--- config.mk ---
export PLATFORM = sky130hd
export DESIGN_NAME = stall_key_ctrl
export DESIGN_NICKNAME = d
export VERILOG_FILES = /design/src/rtl/stall_key_pkg.sv /design/src/rtl/stall_key_regs.sv /design/src/rtl/stall_key_match.sv /design/src/rtl/stall_key_ctrl.sv
export SDC_FILE = /design/constraint.sdc
export NUM_CORES = 1
export LEC_CHECK = 0
export ABC_AREA = 1
export BUFFER_PORTS_ARGS = -buffer_cell sky130_fd_sc_hd__buf_4
export CAP_MARGIN = 20
export CORE_MARGIN = 2
export CORE_UTILIZATION = 32
export DETAILED_ROUTE_END_ITERATION = 8
export PLACE_DENSITY = 0.74
export SYNTH_ARGS = -nofsm -noshare
export SYNTH_HDL_FRONTEND = slang
export SYNTH_SLANG_ARGS = --single-unit
--- constraint.sdc ---
create_clock -name clk -period 1.1 [get_ports clk]
set_input_delay 0.22 -clock clk [delete_from_list [all_inputs] [get_ports clk]]
set_output_delay 0.22 -clock clk [all_outputs]
set_load 0.03 [all_outputs]
--- src/rtl/stall_key_pkg.sv ---
package stall_key_pkg;
    parameter int  NCORE      = 2;
    parameter int  DATA_W     = 32;
    parameter int  ADDR_W     = 4;
    parameter int  LO_W       = 2;
    parameter int  HI_W       = 6;
    parameter int  KEY_W      = LO_W + HI_W;
    parameter logic [KEY_W-1:0] STALL_KEY = 8'h86;
    parameter int  LO_STRIDE  = 4;
    parameter int  HI_STRIDE  = 8;
    parameter int  RST_BASE   = 16;
    parameter logic [ADDR_W-1:0] ADDR_CTRL = 4'd0;
    parameter logic [ADDR_W-1:0] ADDR_KEYH = 4'd1;

    typedef struct packed {
        logic [NCORE-1:0][LO_W-1:0] lo;
        logic [NCORE-1:0][HI_W-1:0] hi;
        logic [NCORE-1:0]           pulse;
    } key_state_t;
endpackage

--- src/rtl/stall_key_regs.sv ---
module stall_key_regs
    import stall_key_pkg::*;
(
    input  logic                          clk,
    input  logic                          rst_n,
    input  logic                          wr_en,
    input  logic [ADDR_W-1:0]             addr,
    input  logic [DATA_W-1:0]             wdata,
    output logic [DATA_W-1:0]             rdata,
    output logic [NCORE-1:0][LO_W-1:0]    lo_field,
    output logic [NCORE-1:0][HI_W-1:0]    hi_field,
    output logic [NCORE-1:0]              rst_pulse
);
    key_state_t st_d, st_q;
    logic       hit_ctrl, hit_keyh;

    assign hit_ctrl = wr_en && (addr == ADDR_CTRL);
    assign hit_keyh = wr_en && (addr == ADDR_KEYH);

    always_comb begin
        st_d       = st_q;
        st_d.pulse = '0;
        for (int n = 0; n < NCORE; n++) begin
            if (hit_ctrl) begin
                st_d.lo[n]    = wdata[n*LO_STRIDE +: LO_W];
                st_d.pulse[n] = wdata[RST_BASE + n];
            end
            if (hit_keyh) begin
                st_d.hi[n] = wdata[n*HI_STRIDE +: HI_W];
            end
        end
    end

    always_ff @(posedge clk or negedge rst_n) begin
        if (!rst_n) st_q <= '0;
        else        st_q <= st_d;
    end

    always_comb begin
        rdata = '0;
        for (int n = 0; n < NCORE; n++) begin
            if (addr == ADDR_CTRL) rdata[n*LO_STRIDE +: LO_W] = st_q.lo[n];
            if (addr == ADDR_KEYH) rdata[n*HI_STRIDE +: HI_W] = st_q.hi[n];
        end
    end

    assign lo_field  = st_q.lo;
    assign hi_field  = st_q.hi;
    assign rst_pulse = st_q.pulse;

    // unmapped writes leave key fields untouched
    a_r8_unmapped_write: assert property (@(posedge clk) disable iff (!rst_n)
        (wr_en && addr != ADDR_CTRL && addr != ADDR_KEYH) |=>
            ($stable(st_q.lo) && $stable(st_q.hi)))
        else $error("a_r8_unmapped_write");

    // a reset pulse only follows a write to its bit
    generate
        for (genvar g = 0; g < NCORE; g++) begin : g_pchk
            a_r6_pulse_source: assert property (@(posedge clk) disable iff (!rst_n)
                rst_pulse[g] |-> $past(wr_en && addr == ADDR_CTRL && wdata[RST_BASE + g]))
                else $error("a_r6_pulse_source");
        end
    endgenerate

    // reset bits never read back as set
    a_r7_rst_bits_zero: assert property (@(posedge clk) disable iff (!rst_n)
        rdata[RST_BASE +: NCORE] == '0)
        else $error("a_r7_rst_bits_zero");
endmodule

--- src/rtl/stall_key_match.sv ---
module stall_key_match
    import stall_key_pkg::*;
(
    input  logic [NCORE-1:0][LO_W-1:0] lo_field,
    input  logic [NCORE-1:0][HI_W-1:0] hi_field,
    output logic [NCORE-1:0]           stall
);
    generate
        for (genvar g = 0; g < NCORE; g++) begin : g_core
            logic [KEY_W-1:0] key_q;
            assign key_q    = {hi_field[g], lo_field[g]};
            assign stall[g] = (key_q == STALL_KEY);
        end
    endgenerate
endmodule

--- src/rtl/stall_key_ctrl.sv ---
module stall_key_ctrl
    import stall_key_pkg::*;
(
    input  logic                 clk,
    input  logic                 rst_n,
    input  logic                 wr_en,
    input  logic [ADDR_W-1:0]    addr,
    input  logic [DATA_W-1:0]    wdata,
    output logic [DATA_W-1:0]    rdata,
    output logic [NCORE-1:0]     stall_o,
    output logic [NCORE-1:0]     core_rst_o
);
    logic [NCORE-1:0][LO_W-1:0] lo_w;
    logic [NCORE-1:0][HI_W-1:0] hi_w;

    stall_key_regs i_regs (
        .clk       (clk),
        .rst_n     (rst_n),
        .wr_en     (wr_en),
        .addr      (addr),
        .wdata     (wdata),
        .rdata     (rdata),
        .lo_field  (lo_w),
        .hi_field  (hi_w),
        .rst_pulse (core_rst_o)
    );

    stall_key_match i_match (
        .lo_field (lo_w),
        .hi_field (hi_w),
        .stall    (stall_o)
    );

    // stall outputs move only after a write
    a_r2_stall_quiet: assert property (@(posedge clk) disable iff (!rst_n)
        !$past(wr_en) |-> $stable(stall_o))
        else $error("a_r2_stall_quiet");

    // clearing either field of a core releases it
    generate
        for (genvar g = 0; g < NCORE; g++) begin : g_rel
            a_r4_release_lo: assert property (@(posedge clk) disable iff (!rst_n)
                (wr_en && addr == ADDR_CTRL && wdata[g*LO_STRIDE +: LO_W] == '0) |=> !stall_o[g])
                else $error("a_r4_release_lo");
            a_r4_release_hi: assert property (@(posedge clk) disable iff (!rst_n)
                (wr_en && addr == ADDR_KEYH && wdata[g*HI_STRIDE +: HI_W] == '0) |=> !stall_o[g])
                else $error("a_r4_release_hi");
        end
    endgenerate
endmodule

==> results.json <==
{
  "final_antenna_net_count": 0,
  "root_buffer": "clkbuf_4",
  "slew_viol_final": 0,
  "drt_iter0_markers": 38,
  "top_layer_used": "met4",
  "ctsHtreeMaxLevel": 1,
  "drive_gt1_share_pct": 46.7,
  "period_needed_ps": 1400,
  "synth_area_leader_cell": "dfrtp_1",
  "min_period_over_period_pct": 128,
  "numPortBuffers": 36,
  "cts_made_buffers": 3,
  "rsz0062_at_grt": "true",
  "grt_antenna_before_repair": 0,
  "grt_pass1_vias": 947,
  "min_from": "wdata[17]",
  "endpoint_kind": "primary output",
  "skew_ps": 0,
  "grt_max_degree": 19,
  "fin_area_mm2": 0.00168,
  "wl_met2_mm": 1.38,
  "crit_path_max_incr_delay_ps": 400,
  "fmax_ghz": 0.712,
  "ys_types": 16,
  "clk_pin_slew_ps": 90,
  "start_util_pct": 33.1,
  "cts_sinks": 18,
  "areaGrowthSynthToFinish_pct": 53.8,
  "cap_violations": 0,
  "r2r_slack_ps": 260,
  "syn_avg_cell_area_um2": 7.82,
  "ys_seq_elements": 18,
  "vias_per_cell": 4.44,
  "row_count": 21,
  "yosys-top-cells-area": "dfrtp_1 41%, buf_4 16%, nand2_1 12%, nand4_1 10%, nor2_1 4.8%",
  "nets": 236,
  "nFillCells": 322,
  "netlist_area_mm2": 0.00109,
  "grt_pass1_wl_mm": 4.13,
  "core_mm2": 0.00331,
  "yosysWarnings": 0,
  "die_width_um": 62.5,
  "path_max_fanout": 2,
  "grt-ovfl-total": 0,
  "placed_cell_area_mm2": 0.00141,
  "crit_type": "register to primary output",
  "die_area_mm2": 0.00391,
  "cp_top_family": "flip-flops",
  "cp_num_buf_inv": 2,
  "drt-met1-wl_mm": 1.19,
  "power_density_mw_per_mm2": 1100,
  "place_congestion": 0.808,
  "synth_cells": 140,
  "grt_usage_pct": 13.1,
  "seq_area_frac_synth_pct": 41.1,
  "arrival_ps": 1180,
  "reg2reg_from": "i_regs.hi_field[2]",
  "hpwl_mm": 1.83,
  "insertedDiodeCount": 0,
  "clock_path_buffers": 2,
  "violations": "negative setup slack",
  "worstSkewPairLatency_ps": 280,
  "vdd_drop_max_v": 0.000390,
  "worstHoldPathType": "input pin to register",
  "firstDrtPassIters": 4,
  "wirelength_mm": 2.74,
  "yosysTopAreaCellShare_pct": 41.1,
  "io_pins": 75,
  "cts_tree": "done",
  "status": "finished, violations left",
  "timing.rr.end": "i_regs.hi_field[2]",
  "fin_ws_ps": -304,
  "hold_end": "i_regs.rst_pulse[1]",
  "drc_errors": 0,
  "fp.dieH_um": 62.5,
  "postLayoutCoreUtil_pct": 50.9,
  "wl_met3_um": 118,
  "worst-r2r-cell-count": 4,
  "cp.required_ps": 880,
  "cp-start-kind": "register",
  "min_path_cells": 3,
  "leakage_nw": 0.870,
  "crit_slowest_cell": "dfrtp_1",
  "via_count": 1071,
  "crit_chain": "inv_2 -> nand4_1 -> nor2_2 -> buf_6",
  "setup_viol": 14,
  "finalHoldViolCount": 0,
  "wire_per_inst_um": 11.4
}
metal layers:
metal,global-route usage (%),vias up
li1,-,529
met1,17.7,499
met2,21.0,38
met3,1.62,5
met4,5.83,0
met5,0,-
worst max-delay path by stage:
stage / from / end / slack (ps) / depth (start not counted)
floorplan: addr[3] / rdata[10] / -80 / 3
global placement: addr[3] / rdata[8] / -90 / 5
detailed placement: addr[3] / rdata[8] / -100 / 5
CTS: i_regs.hi_field[1] / stall_o[0] / -260 / 4
global route: i_regs.hi_field[7] / stall_o[1] / -380 / 4
finish: i_regs.hi_field[8] / stall_o[1] / -300 / 4
state kept, by name, indices dropped and copies added (netlist names):
signal and cells:
i_regs.hi_field 12, i_regs.lo_field 4, i_regs.rst_pulse 2
cells in the mapped netlist:
cell type	number
nand2_1	35
buf_4	23
dfrtp_1	18
nand4_1	18
nor2_1	14
inv_1	11
nand3_1	9
buf_2	2
nand3_2	2
nor2_4	2
buf_6	1
conb_1	1
inv_2	1
nand2_2	1
nor2_2	1
o21ai_1	1
report_power, final:
| part | internal, mW | switching [mW] | total, mW |
|---|---|---|---|
| Clock | 0.127 | 0.183 | 0.310 |
| Combinational | 0.280 | 0.393 | 0.673 |
| Sequential | 0.782 | 0.0838 | 0.866 |
| Total | 1.19 | 0.660 | 1.85 |
worst register-to-register path, stage by stage (launching register included):
cell and delay [ps]:
dfrtp_1 390, buf_4 130, buf_4 120, nand2_1 50, nand2_1 50
stage by stage:
step	total power, mW	worst slack [ps]	hold slack (ps)	instances	setup TNS [ps]
finish	1.85	-304	141	241	-2210
CTS	1.72	-257	143	235	-1770
global route	1.97	-378	133	241	-2860
floorplan	1.24	-82.1	-75.6	159	-657
detailed placement	1.37	-98.5	100	229	-1780
global placement	1.36	-94.0	97.1	229	-1670
kinds of logic (layout without fill, tap and decap cells):
logic type             after synthesis  count (layout)  share of synthesized area (%)
AO/OA/AOI/OAI                        1               1                          0.457
other                                1              20                          0.343
buffers and inverters               38              73                           21.8
AND/OR/NAND/NOR                     82              83                           36.2
flip-flops                          18              18                           41.1
area by class of cell:
type / count / area, um^2 / share of cell area, %
Multi-Input combinational cell: 104 / 588 / 34.9
Timing Repair Buffer: 58 / 520 / 30.9
Sequential cell: 18 / 450 / 26.7
Tap cell: 46 / 57.6 / 3.42
Inverter: 12 / 45.0 / 2.67
Clock buffer: 3 / 22.5 / 1.34
cell usage in the layout (no fill, tap or decap), types with 2 or more instances in the layout:
master	n
buf_4	36
nand2_1	33
conb_1	20
buf_6	20
nand4_1	18
dfrtp_1	18
inv_2	8
nor2_4	8
nand3_1	6
nor2_2	5
inv_1	4
nand3_2	4
nor2_1	4
clkbuf_4	3
nand2_2	2
what timing repair did:
action	CTS	global route
pin swaps	14	8
setup endpoints to repair	14	14
gates cloned	0	1
resized for setup	12	40
hold buffers	1	0
buffers inserted	2	5
hold endpoints to repair	18	0
(Power assumes the default switching activity.)
